[config.mk]
export PLATFORM = sky130hd
export DESIGN_NAME = wrap_checker_datapath
export DESIGN_NICKNAME = d
export VERILOG_FILES = /design/src/rtl/wrap_checker_pkg.sv /design/src/rtl/wrap_checker_datapath.sv
export SDC_FILE = /design/constraint.sdc
export NUM_CORES = 1
export LEC_CHECK = 0
export ABC_AREA = 1
export BUFFER_PORTS_ARGS = -buffer_cell sky130_fd_sc_hd__buf_2
export CAP_MARGIN = 20
export CORE_MARGIN = 3
export CORE_UTILIZATION = 25
export DETAILED_ROUTE_END_ITERATION = 8
export GPL_TIMING_DRIVEN = 0
export PLACE_DENSITY = 0.42
export RECOVER_POWER = 50
export SYNTH_ARGS = -nofsm -noshare
export SYNTH_HDL_FRONTEND = slang
export SYNTH_SLANG_ARGS = --single-unit
[constraint.sdc]
create_clock -name clk -period 16.67 [get_ports clk]
set_input_delay 1.667 -clock clk [delete_from_list [all_inputs] [get_ports clk]]
set_output_delay 1.667 -clock clk [all_outputs]
set_load 0.01 [all_outputs]
[src/rtl/wrap_checker_pkg.sv]
package wrap_checker_pkg;

  // Strobes from control to datapath, one cycle each.
  typedef struct packed {
    logic advance;   // a packet was stored: step the write index
    logic wrap;      // the step goes from the last slot to slot 0
    logic setFail;   // wrap check failed: latch the slowest consumer
    logic clrFail;   // failure flag being cleared
  } ctrlStrobes_t;

endpackage

[src/rtl/wrap_checker_datapath.sv]
module wrap_checker_datapath
  import wrap_checker_pkg::*;
#(
  parameter int NUM_CONS  = 10,
  parameter int NUM_SLOTS = 100,
  parameter int IDXW      = $clog2(NUM_SLOTS),
  parameter int CIDW      = (NUM_CONS > 1) ? $clog2(NUM_CONS) : 1
) (
  input  logic                     clk,
  input  logic                     rstN,
  input  ctrlStrobes_t             strobes,
  input  logic [NUM_CONS-1:0]      progValid,
  input  logic [NUM_CONS*IDXW-1:0] progIdx,
  input  logic [IDXW-1:0]          cfgThreshold,
  output logic                     atLast,
  output logic                     lagging,
  output logic [IDXW-1:0]          writeIdx,
  output logic [NUM_CONS-1:0]      ownerHot,
  output logic [CIDW-1:0]          slowestId
);

  localparam logic [IDXW-1:0] LAST_SLOT = IDXW'(NUM_SLOTS - 1);
  localparam logic [CIDW-1:0] LAST_CONS = CIDW'(NUM_CONS - 1);

  logic [IDXW-1:0] progReg [NUM_CONS];
  logic [CIDW-1:0] ownerCnt;
  logic [IDXW-1:0] minVal;
  logic [CIDW-1:0] minId;

  // Write slot index
  always_ff @(posedge clk) begin
    if (!rstN) begin
      writeIdx <= '0;
    end else if (strobes.wrap) begin
      writeIdx <= '0;
    end else if (strobes.advance) begin
      writeIdx <= writeIdx + 1'b1;
    end
  end

  assign atLast = (writeIdx == LAST_SLOT);

  // Owner counter tracks writeIdx mod NUM_CONS without a divider
  always_ff @(posedge clk) begin
    if (!rstN) begin
      ownerCnt <= '0;
    end else if (strobes.wrap) begin
      ownerCnt <= '0;
    end else if (strobes.advance) begin
      ownerCnt <= (ownerCnt == LAST_CONS) ? '0 : ownerCnt + 1'b1;
    end
  end

  for (genvar g = 0; g < NUM_CONS; g++) begin : gOwner
    assign ownerHot[g] = (ownerCnt == CIDW'(g));
  end

  // Per-consumer progress registers; out-of-range reports dropped
  for (genvar g = 0; g < NUM_CONS; g++) begin : gProg
    logic [IDXW-1:0] newVal;
    assign newVal = progIdx[g*IDXW +: IDXW];
    always_ff @(posedge clk) begin
      if (!rstN) begin
        progReg[g] <= '0;
      end else if (progValid[g] && (int'(newVal) < NUM_SLOTS)) begin
        progReg[g] <= newVal;
      end
    end
  end

  // Slowest consumer, ties to the lowest index
  always_comb begin
    minVal = progReg[0];
    minId  = '0;
    for (int c = 1; c < NUM_CONS; c++) begin
      if (progReg[c] < minVal) begin
        minVal = progReg[c];
        minId  = CIDW'(c);
      end
    end
  end

  assign lagging = (minVal <= cfgThreshold);

  always_ff @(posedge clk) begin
    if (!rstN) begin
      slowestId <= '0;
    end else if (strobes.setFail) begin
      slowestId <= minId;
    end
  end

  // index never leaves the buffer
  a_r1_idx_in_range: assert property (@(posedge clk) disable iff (!rstN)
    int'(writeIdx) < NUM_SLOTS);

  // step by one on a non-wrapping packet
  a_r2_step: assert property (@(posedge clk) disable iff (!rstN)
    (strobes.advance && !atLast) |=> (writeIdx == $past(writeIdx) + 1'b1));

  // hold without a packet
  a_r2_hold: assert property (@(posedge clk) disable iff (!rstN)
    !strobes.advance |=> $stable(writeIdx));

  // return to slot 0
  a_r3_wrap_zero: assert property (@(posedge clk) disable iff (!rstN)
    strobes.wrap |=> (writeIdx == '0));

  // exactly one owner, realigned to consumer 0 at slot 0
  a_r4_owner_onehot: assert property (@(posedge clk) disable iff (!rstN)
    $onehot(ownerHot));

  a_r4_owner_at_zero: assert property (@(posedge clk) disable iff (!rstN)
    (writeIdx == '0) |-> ownerHot[0]);

endmodule

==> results of run 1 <==
## state kept, by name, indices dropped and copies added, names as in the netlist
register   cells
progReg       70
writeIdx       7
ownerCnt       4
slowestId      4
## power groups by stage
stage,clock [mW],combinational (mW),sequential (mW)
CTS,0.213,0.927,0.270
finish,0.205,0.921,0.269
global route,0.219,1.07,0.272
global placement,0,0.919,0.274
detailed placement,0,0.921,0.274
floorplan,0,0.709,0.268
## cells in the mapped netlist (all sizes together)
cell    number
clkinv       4
a31o         1
ha          38
inv        177
o22ai        1
a31oi        1
edfxtp      70
nand3      105
nand3b       7
nor3        16
a211oi       3
o31ai       10
mux2i        1
nand2      227
nor3b        5
clkbuf       6
o21ai       20
nand4        7
buf          7
o21bai       6
a21oi       37
a41oi        1
or2          2
nor2       120
dfxtp       15
## critical path, delay by kind of cell (launching register included)
family | cells | cell delay [ps]
adder cells (fa/ha/maj) | 10 | 3120
AND/OR/NAND/NOR | 25 | 2570
flip-flops | 1 | 400
AO/OA/AOI/OAI | 23 | 5170
buffers and inverters | 13 | 2140
## stage by stage
step	hold slack [ps]	instances	worst slack, ps	power, mW	instance area (um^2)
final	473	1346	1230	1.40	7670
after global routing	516	1346	6.66	1.56	7670
after CTS	475	1346	856	1.41	7690
after detailed placement	461	1330	1280	1.20	7400
after global placement	453	1330	1250	1.19	7400
after floorplan	483	887	3730	0.977	6420
## logic make-up after synthesis
kind of cell | Yosys count | share of synthesized area
muxes | 1 | 0.00156
DFF | 85 | 0.374
AOI/OAI and AO/OA | 80 | 0.0818
adders and majority gates | 38 | 0.0740
buffers and inverters | 194 | 0.122
and+or+nand+nor | 489 | 0.347
## layout make-up
class	instances	area [um^2]	share of cell area
repair buffers	113	538	0.0702
clock buffers	10	233	0.0304
multi-input cells	608	3240	0.423
flip-flops and latches	85	2400	0.313
plain buffers	13	101	0.0132
clock inverters	6	57.6	0.00751
inverters	181	679	0.0886
well taps	330	413	0.0539
## what timing repair did
action,4_1_cts,5_1_grt
gates resized for setup,0,3
hold buffers,0,0
setup endpoints to repair,0,1
## layer usage
metal / global-route usage / up-vias / part of all wire
li1: - / 3100 / -
met1: 0.177 / 2506 / 0.51
met2: 0.201 / 103 / 0.44
met3: 0.0276 / 12 / 0.045
met4: 0.0323 / 2 / 0.0099
met5: 0 / - / 0.00040
## worst max path at each step
stage	slack (ps)	end	depth (start not counted)	from
after floorplan	3730	lagging	70	progReg[1][6]$_SDFFCE_PN0P_
after global placement	1250	lagging	70	progReg[1][6]$_SDFFCE_PN0P_
after detailed placement	1280	lagging	71	progReg[0][5]$_SDFFCE_PN0P_
after CTS	860	lagging	70	progReg[1][6]$_SDFFCE_PN0P_
after global routing	7	lagging	71	progReg[1][6]$_SDFFCE_PN0P_
final	1230	lagging	71	progReg[1][6]$_SDFFCE_PN0P_
==> impl_metrics.json, run 1 <==
{
  "antenna_cells": 0,
  "reg2reg_from": "progReg[1][6]$_SDFFCE_PN0P_",
  "hp-class": "flip-flop to flip-flop",
  "grt_util_all_layers": 0.127,
  "drive_gt1_frac": 0.155,
  "port_buffers": 113,
  "worst-r2r-setup-slack_ps": 4020,
  "synthTopCellsByArea": "edfxtp_1 33%, nand2_1 12%, inv_1 10%, nand3_1 7.8%, ha_1 7.4%",
  "power_density_mw_per_mm2": 182,
  "synth_nets": 1018,
  "antenna_found_initial": 1,
  "grt_max_degree": 18,
  "initial_core_util": 0.255,
  "comb_power_share": 0.660,
  "io_pins": 116,
  "final_cell_mix": "211 x nand2_1, 175 x inv_1, 110 x nor2_1",
  "synthCells": 887,
  "min_path_cells": 2,
  "finalHoldViolations": 0,
  "postSynthAreaPerCell_um2": 7.24,
  "clock-root-buffer": "clkbuf_16",
  "cts_made_buffers": 9,
  "dr_total_vias": 5723,
  "cpMostUsedCell": "ha_1",
  "synth_largest_area_cell": "edfxtp_1",
  "fill_cells": 2772,
  "period_share": 0.926,
  "ant_nets": 0,
  "critPathLaunchType": "flip-flop",
  "dieArea_mm2": 0.0276,
  "drt_wl_total_um": 17400,
  "yosys_warnings": 0,
  "drv_cap": 0,
  "core-area_mm2": 0.0252,
  "gp_congestion": 0.791,
  "path_class": "flip-flop to primary output",
  "slew_violations": 0,
  "seq_area_frac_synth": 0.374,
  "drt_iter0_drc": 271,
  "max_stage_delay_ps": 400,
  "ir_drop_mv": 0.0757,
  "vias_per_cell": 4.25,
  "fin_skew_ps": 10.4,
  "cts.sinks": 85,
  "ys_types": 33,
  "grt_pass1_wl_um": 28700,
  "p_sw_mw": 0.708,
  "drc_errors": 0,
  "num_rows": 58,
  "final-setup-viol-count": 0,
  "gr-total-overflow": 0,
  "drt-pass1-iter-count": 4,
  "switching_share": 0.508,
  "period_needed_ps": 15440,
  "final_core_util": 0.304,
  "maxSlewHeadroom": 0.335,
  "worst_setup_path_end_kind": "primary output",
  "cts_tree": "done",
  "hp-start": "slowestId[1]$_SDFFE_PN0P_",
  "setup_tns_ps": 0,
  "netlist.area_leader.share": 0.327,
  "cts_setup_buffers": 0,
  "ys_ff_latch": 85,
  "status": "complete, no violations",
  "insertion_delay_ps": 350,
  "areaGrowthSynthToFinish_pct": 19.4,
  "crit_fanout": 10,
  "power.leakage_nw": 3.91,
  "hpwl_um": 14100,
  "clkTransAtPathRegs_ps": 70,
  "cts_buffer_depth": 2,
  "die_h_um": 166,
  "grt_pass1_vias": 5630,
  "arrival_ps": 13770,
  "worst_pin_slew_ps": 998,
  "htreeDepth": 3,
  "nNetsFinal": 1142,
  "holdPathEnd": "slowestId[1]$_SDFFE_PN0P_",
  "final_common_cell": "nand2_1",
  "cp_slowest_cell": "edfxtp_1",
  "wl_per_cell_um": 12.9,
  "fmax_mhz": 64.8,
  "p_seq_frac": 0.193,
  "internal-power_mw": 0.687,
  "reg2regPathDepth": 66,
  "fp.dieW_um": 166,
  "rsz0062_at_grt": "no",
  "cp.required_ps": 15000,
  "syn_area_mm2": 0.00642,
  "reg2reg_to": "slowestId[0]$_SDFFE_PN0P_",
  "power_frac_clock": 0.147
}
Note: power is estimated with default switching activity, not from simulation.
==> run 2: changes to the inputs <==
- CORE_UTILIZATION: 25 -> 34
- PLACE_DENSITY: 0.42 -> 0.53
==> run 2 against run 1 <==
Effect of this change: worst setup slack improved by 150 ps; first-iteration DRC count increased by 3.3%; register-to-register slack better by 130 ps; worst hold slack worse by 3.4 ps; wire length fell by 7.9%; non-clock buffer count is the same; via count grew 0.47%; utilization increased by 11 points; largest power group unchanged.
==> impl_metrics.json, run 2 (same netlist as run 1, synthesis figures left out) <==
{
  "fill_cells": 1949,
  "p_total_mw": 1.40,
  "cp.required_ps": 15000,
  "antenna_found_initial": 1,
  "cts_buffer_depth": 2,
  "power.leakage_nw": 3.92,
  "ff_latch_area_mm2": 0.00240,
  "largest_reg_flops": 70,
  "dieArea_mm2": 0.0206,
  "period_share": 0.917,
  "maxSlewHeadroom": 0.344,
  "die_h_um": 143,
  "cts.sinks": 85,
  "worst_setup_path_end_kind": "primary output",
  "worst_pin_slew_ps": 985,
  "reg2reg_to": "slowestId[0]$_SDFFE_PN0P_",
  "multi_input_area_mm2": 0.00324,
  "cts_made_buffers": 9,
  "reg2reg_from": "progReg[1][2]$_SDFFCE_PN0P_",
  "cts_tree": "done",
  "ant_nets": 0,
  "cp-endpoint": "lagging",
  "core-area_mm2": 0.0183,
  "max_stage_delay_ps": 450,
  "period_needed_ps": 15280,
  "cts_setup_buffers": 0,
  "fin_hold_ws_ps": 470,
  "grt_pass1_vias": 5332,
  "clkTransAtPathRegs_ps": 70,
  "hp-class": "flip-flop to flip-flop",
  "worst-r2r-setup-slack_ps": 4150,
  "drt_iter0_drc": 280,
  "dp.cells": 1229,
  "clock-root-buffer": "clkbuf_16",
  "gp_congestion": 0.833,
  "startpoint": "progReg[1][2]$_SDFFCE_PN0P_",
  "insertion_delay_ps": 350,
  "cts_resized": 0,
  "ir_drop_mv": 0.0775,
  "preCtsSetupSlack_ps": 1530,
  "critPathLaunchType": "flip-flop",
  "grt_max_degree": 15,
  "final_common_cell": "nand2_1",
  "drv_cap": 0,
  "slew_violations": 0,
  "holdBufCountCts": 0,
  "fmax_mhz": 65.4,
  "fp.dieW_um": 143,
  "antenna_cells": 0,
  "wl_per_cell_um": 12.8,
  "rsz0062_at_grt": "no",
  "cp_slowest_cell": "edfxtp_1",
  "regMostFlops": "progReg",
  "dr_total_vias": 5750,
  "gr-total-overflow": 0,
  "setup_slack_ps": 1390,
  "io_pins": 116,
  "nNetsFinal": 1142,
  "reg2regPathDepth": 65,
  "finalNonFillerCells": 1245,
  "num_rows": 49,
  "drt_wl_total_um": 16000,
  "drc_errors": 0,
  "setup_tns_ps": 0,
  "initial_core_util": 0.351,
  "finalHoldViolations": 0,
  "status": "complete, no violations",
  "drt-pass1-iter-count": 5,
  "crit_fanout": 10,
  "drive_gt1_frac": 0.152,
  "areaGrowthSynthToFinish_pct": 18.2,
  "arrival_ps": 13620,
  "htreeDepth": 3,
  "cpMostUsedCell": "ha_1",
  "final_cell_mix": "211 x nand2_1, 175 x inv_1, 110 x nor2_1",
  "port_buffers": 113,
  "final-setup-viol-count": 0,
  "grt_util_all_layers": 0.160,
  "fin_skew_ps": 11.3,
  "vias_per_cell": 4.62,
  "path_class": "flip-flop to primary output",
  "reg_top3": "progReg: 70 flops, writeIdx: 7 flops",
  "hpwl_um": 13200,
  "power_density_mw_per_mm2": 185,
  "grt_pass1_wl_um": 26200
}
-- run 2: cell count changes in the layout (fill, tap and decap cells not counted), moves of 2 or more --
cell / previous run / this run
inv_6: 4 / 0
buf_2: 91 / 89
bufinv_16: 0 / 2
clkbuf_1: 28 / 30
clkinv_4: 0 / 2
inv_8: 2 / 0
-- run 2: metal layers --
layer | GRT usage | vias to the layer above | share of wire
met3 | 0.0319 | 20 | 0.045
met1 | 0.221 | 2517 | 0.49
met2 | 0.251 | 114 | 0.45
met4 | 0.0550 | 2 | 0.018
met5 | 0 | - | 0.0011
li1 | - | 3097 | -
-- run 2: layout make-up --
| class | count | share of cell area |
|---|---|---|
| multi-input cells | 608 | 0.427 |
| flip-flops and latches | 85 | 0.317 |
| inverters | 181 | 0.0895 |
| repair buffers | 113 | 0.0706 |
| well taps | 229 | 0.0378 |
| clock buffers | 12 | 0.0353 |
| plain buffers | 13 | 0.0135 |
| clock inverters | 4 | 0.0102 |
-- run 2: worst min path at each step --
stage	depth (start not counted)	slack (ps)	to	start
5_1_grt	2	520	slowestId[2]$_SDFFE_PN0P_	slowestId[2]$_SDFFE_PN0P_
2_1_floorplan	2	480	ownerCnt[3]$_SDFFE_PP0P_	ownerCnt[3]$_SDFFE_PP0P_
6_report	2	470	slowestId[2]$_SDFFE_PN0P_	slowestId[2]$_SDFFE_PN0P_
3_5_place_dp	2	460	slowestId[2]$_SDFFE_PN0P_	slowestId[2]$_SDFFE_PN0P_
4_1_cts	2	480	slowestId[2]$_SDFFE_PN0P_	slowestId[2]$_SDFFE_PN0P_
3_3_place_gp	2	460	slowestId[2]$_SDFFE_PN0P_	slowestId[2]$_SDFFE_PN0P_
-- run 2: power breakdown --
group	switching (mW)	total [mW]	leakage (nW)	internal (mW)
logic	0.578	0.904	2.90	0.326
clock network	0.0862	0.231	0.168	0.145
registers	0.0163	0.269	0.857	0.253
total	0.680	1.40	3.92	0.723
-- run 2: critical path: cells and delay by family, from the launching register on --
| kind | cells | cell delay [ps] |
|---|---|---|
| AND/OR/NAND/NOR | 24 | 2480 |
| AO/OA/AOI/OAI | 24 | 5330 |
| flip-flops | 1 | 450 |
| adder cells (fa/ha/maj) | 10 | 3100 |
| buffers and inverters | 12 | 1900 |
-- run 2: stage by stage --
step	utilization	cell area, um^2
final	0.415	7590
after global routing	0.415	7590
after CTS	0.417	7620
after detailed placement	0.398	7270
after global placement	0.398	7270
after floorplan	-	6420
==> run 3: changes to the inputs <==
- ABC_AREA: 1 -> 0
- GPL_TIMING_DRIVEN: 0 -> unset
==> run 3 against run 2 <==
Effect of this change: maximum frequency shrank 5.3%; worst hold slack gained 41 ps; wire length grew 8.9%; critical path depth grew 12; worst setup slack lost 860 ps; via count grew 3.9%; design area grew 15%; clock skew shrank 5.5 ps; register-to-register slack lost 1100 ps; die area grew 3.0%; sequential share of layout area shrank 4.1 points; critical path type unchanged; largest power group unchanged; highest routed layer unchanged.
==> impl_metrics.json, run 3 <==
{
  "status": "complete, no violations",
  "synth_ff_type": "edfxtp_1",
  "grt_pass1_vias": 5580,
  "cts_tree": "done",
  "fin_skew_ps": 5.81,
  "p_sw_mw": 0.678,
  "grt_pass1_wl_um": 27600,
  "dr_total_vias": 5975,
  "internal-power_mw": 0.944,
  "synthArstFlopShare": 0,
  "max_stage_delay_ps": 590,
  "final_common_cell": "inv_1",
  "synth_nets": 893,
  "ir_drop_mv": 0.0965,
  "yosysMostFrequentCell": "inv_1",
  "reg2reg_to": "slowestId[2]$_SDFFE_PN0P_",
  "crit_fanout": 5,
  "clkTransAtPathRegs_ps": 60,
  "fin_hold_ws_ps": 511,
  "postSynthAreaPerCell_um2": 8.69,
  "period_share": 0.968,
  "holdBufCountCts": 0,
  "synth_largest_area_cell": "edfxtp_1",
  "fp.dieW_um": 146,
  "die_h_um": 146,
  "finalNonFillerCells": 1202,
  "port_buffers": 114,
  "ys_types": 89,
  "power_density_mw_per_mm2": 186,
  "initial_core_util": 0.351,
  "antenna_found_initial": 3,
  "hp-class": "flip-flop to flip-flop",
  "netlist.area_leader.share": 0.317,
  "cp_num_buf_inv": 9,
  "drv_cap": 0,
  "switching_share": 0.418,
  "min_path_cells": 2,
  "largest_reg_flops": 70,
  "cpMostUsedCell": "a21oi_2",
  "rsz0062_at_grt": "yes",
  "gp_congestion": 0.790,
  "drt-pass1-iter-count": 4,
  "drt_wl_total_um": 17400,
  "drive_gt1_frac": 0.332,
  "core-area_mm2": 0.0189,
  "comb_power_share": 0.698,
  "final_core_util": 0.462,
  "fmax_mhz": 62.0,
  "p_seq_frac": 0.171,
  "fill_cells": 1918,
  "maxSlewHeadroom": 0.0787,
  "synth_edf_count": 70,
  "arrival_ps": 14470,
  "slew_violations": 0,
  "final-setup-viol-count": 0,
  "ant_nets": 0,
  "cp_slowest_cell": "or4b_4",
  "ff_latch_area_mm2": 0.00240,
  "netlist_top_cells_count": "116 x inv_1, 111 x nor2_1, 70 x edfxtp_1",
  "synthTopCellsByArea": "edfxtp_1 32%, ha_1 7.2%, inv_1 6.6%, nor2_1 6.3%, dfxtp_1 4.5%",
  "reg_top3": "progReg: 70 flops, writeIdx: 7 flops",
  "insertion_delay_ps": 340,
  "worst-r2r-setup-slack_ps": 3050,
  "drc_errors": 0,
  "clock-root-buffer": "clkbuf_16",
  "power.leakage_nw": 3.89,
  "cts_buffer_depth": 2,
  "dieArea_mm2": 0.0212,
  "hpwl_um": 13700,
  "reg2regPathDepth": 77,
  "syn_area_mm2": 0.00663,
  "ys_ff_latch": 85,
  "antenna_cells": 0,
  "p_total_mw": 1.62,
  "hp-start": "writeIdx[6]$_SDFFE_PP0P_",
  "critPathLaunchType": "flip-flop",
  "setup_tns_ps": 0,
  "worst_pin_slew_ps": 1380,
  "io_pins": 116,
  "cts_made_buffers": 9,
  "cp.required_ps": 15000,
  "period_needed_ps": 16140,
  "htreeDepth": 3,
  "gr-total-overflow": 0,
  "final_cell_mix": "107 x inv_1, 106 x nor2_1, 106 x buf_2",
  "holdPathEnd": "writeIdx[6]$_SDFFE_PP0P_",
  "grt_max_degree": 28,
  "worst_setup_path_end_kind": "primary output",
  "reg2reg_from": "progReg[0][5]$_SDFFCE_PN0P_",
  "regMostFlops": "progReg",
  "synthCells": 762,
  "power_frac_clock": 0.130,
  "finalHoldViolations": 0,
  "multi_input_area_mm2": 0.00417,
  "nNetsFinal": 1068,
  "areaGrowthSynthToFinish_pct": 31.7,
  "seq_area_frac_synth": 0.363,
  "grt_util_all_layers": 0.159,
  "crit_family": "compound AO/OA/AOI/OAI gates",
  "cts.sinks": 85,
  "yosys_warnings": 0,
  "path_class": "flip-flop to primary output",
  "dp.cells": 1155,
  "vias_per_cell": 4.97,
  "wl_per_cell_um": 14.5,
  "drt_iter0_drc": 307,
  "num_rows": 50
}
==> run 3: logic make-up after synthesis <==
logic type	after synthesis	share of synthesized area
AOI/OAI and AO/OA	184	0.222
xor gates and xnor gates	9	0.0119
adders and majority gates	45	0.0825
buffers and inverters	133	0.0771
DFF	85	0.363
muxes	30	0.0508
and+or+nand+nor	276	0.194
==> run 3: cell type report <==
type / count / area share
timing repair buffer: 180 / 0.122
inverter: 117 / 0.0506
sequential: 85 / 0.275
clock inverter: 5 / 0.00975
multi-input combinational: 544 / 0.478
tap: 260 / 0.0373
clock buffer: 11 / 0.0267
==> run 3: power by group through the flow <==
stage	sequential, mW	clock [mW]	combinational, mW
5_1_grt	0.281	0.226	1.26
6_report	0.278	0.211	1.13
2_1_floorplan	0.271	0	0.619
3_3_place_gp	0.279	0	0.887
3_5_place_dp	0.279	0	0.891
4_1_cts	0.275	0.218	0.987
==> run 3: how the worst max path moves through the flow <==
| stage | from | slack [ps] | cells after the start | to |
|---|---|---|---|---|
| after global placement | progReg[0][6]$_SDFFCE_PN0P_ | -240 | 83 | lagging |
| after detailed placement | progReg[0][2]$_SDFFCE_PN0P_ | -200 | 83 | lagging |
| after global routing | progReg[1][6]$_SDFFCE_PN0P_ | -390 | 78 | lagging |
| after floorplan | progReg[1][6]$_SDFFCE_PN0P_ | 130 | 82 | lagging |
| final | progReg[0][5]$_SDFFCE_PN0P_ | 530 | 82 | lagging |
| after CTS | progReg[0][2]$_SDFFCE_PN0P_ | 20 | 82 | lagging |
==> run 3: through the flow <==
stage               cell area, um^2  setup slack, ps
floorplan                      6630              125
detailed placement             7710             -202
global placement               7710             -239
CTS                            8280             15.8
global route                   8720             -391
finish                         8720              531
==> run 3: repair_timing <==
item,in CTS,in global routing
endpoints found under the hold margin,0,0
endpoints found under the setup margin,1,1
pin swaps,11,44
buffers inserted,17,14
resized for setup,33,77
gates cloned,0,0
==> run 3: layer usage <==
metal  vias up  global-route usage  wire (um)
met2        95               0.253       8060
met5         -                   0         34
met4         6              0.0385        198
met1      2773               0.222       8320
li1       3084                   -          -
met3        17              0.0343        802
==> run 3: worst reg2reg max path, delay by kind of cell (launching register included) <==
kind                       cells  cell delay (ps)
and+or+nand+nor               22             2750
DFF                            1              470
muxes                          5             1400
buffers and inverters          8              750
adders and majority gates      9             2190
AOI/OAI and AO/OA             33             5950
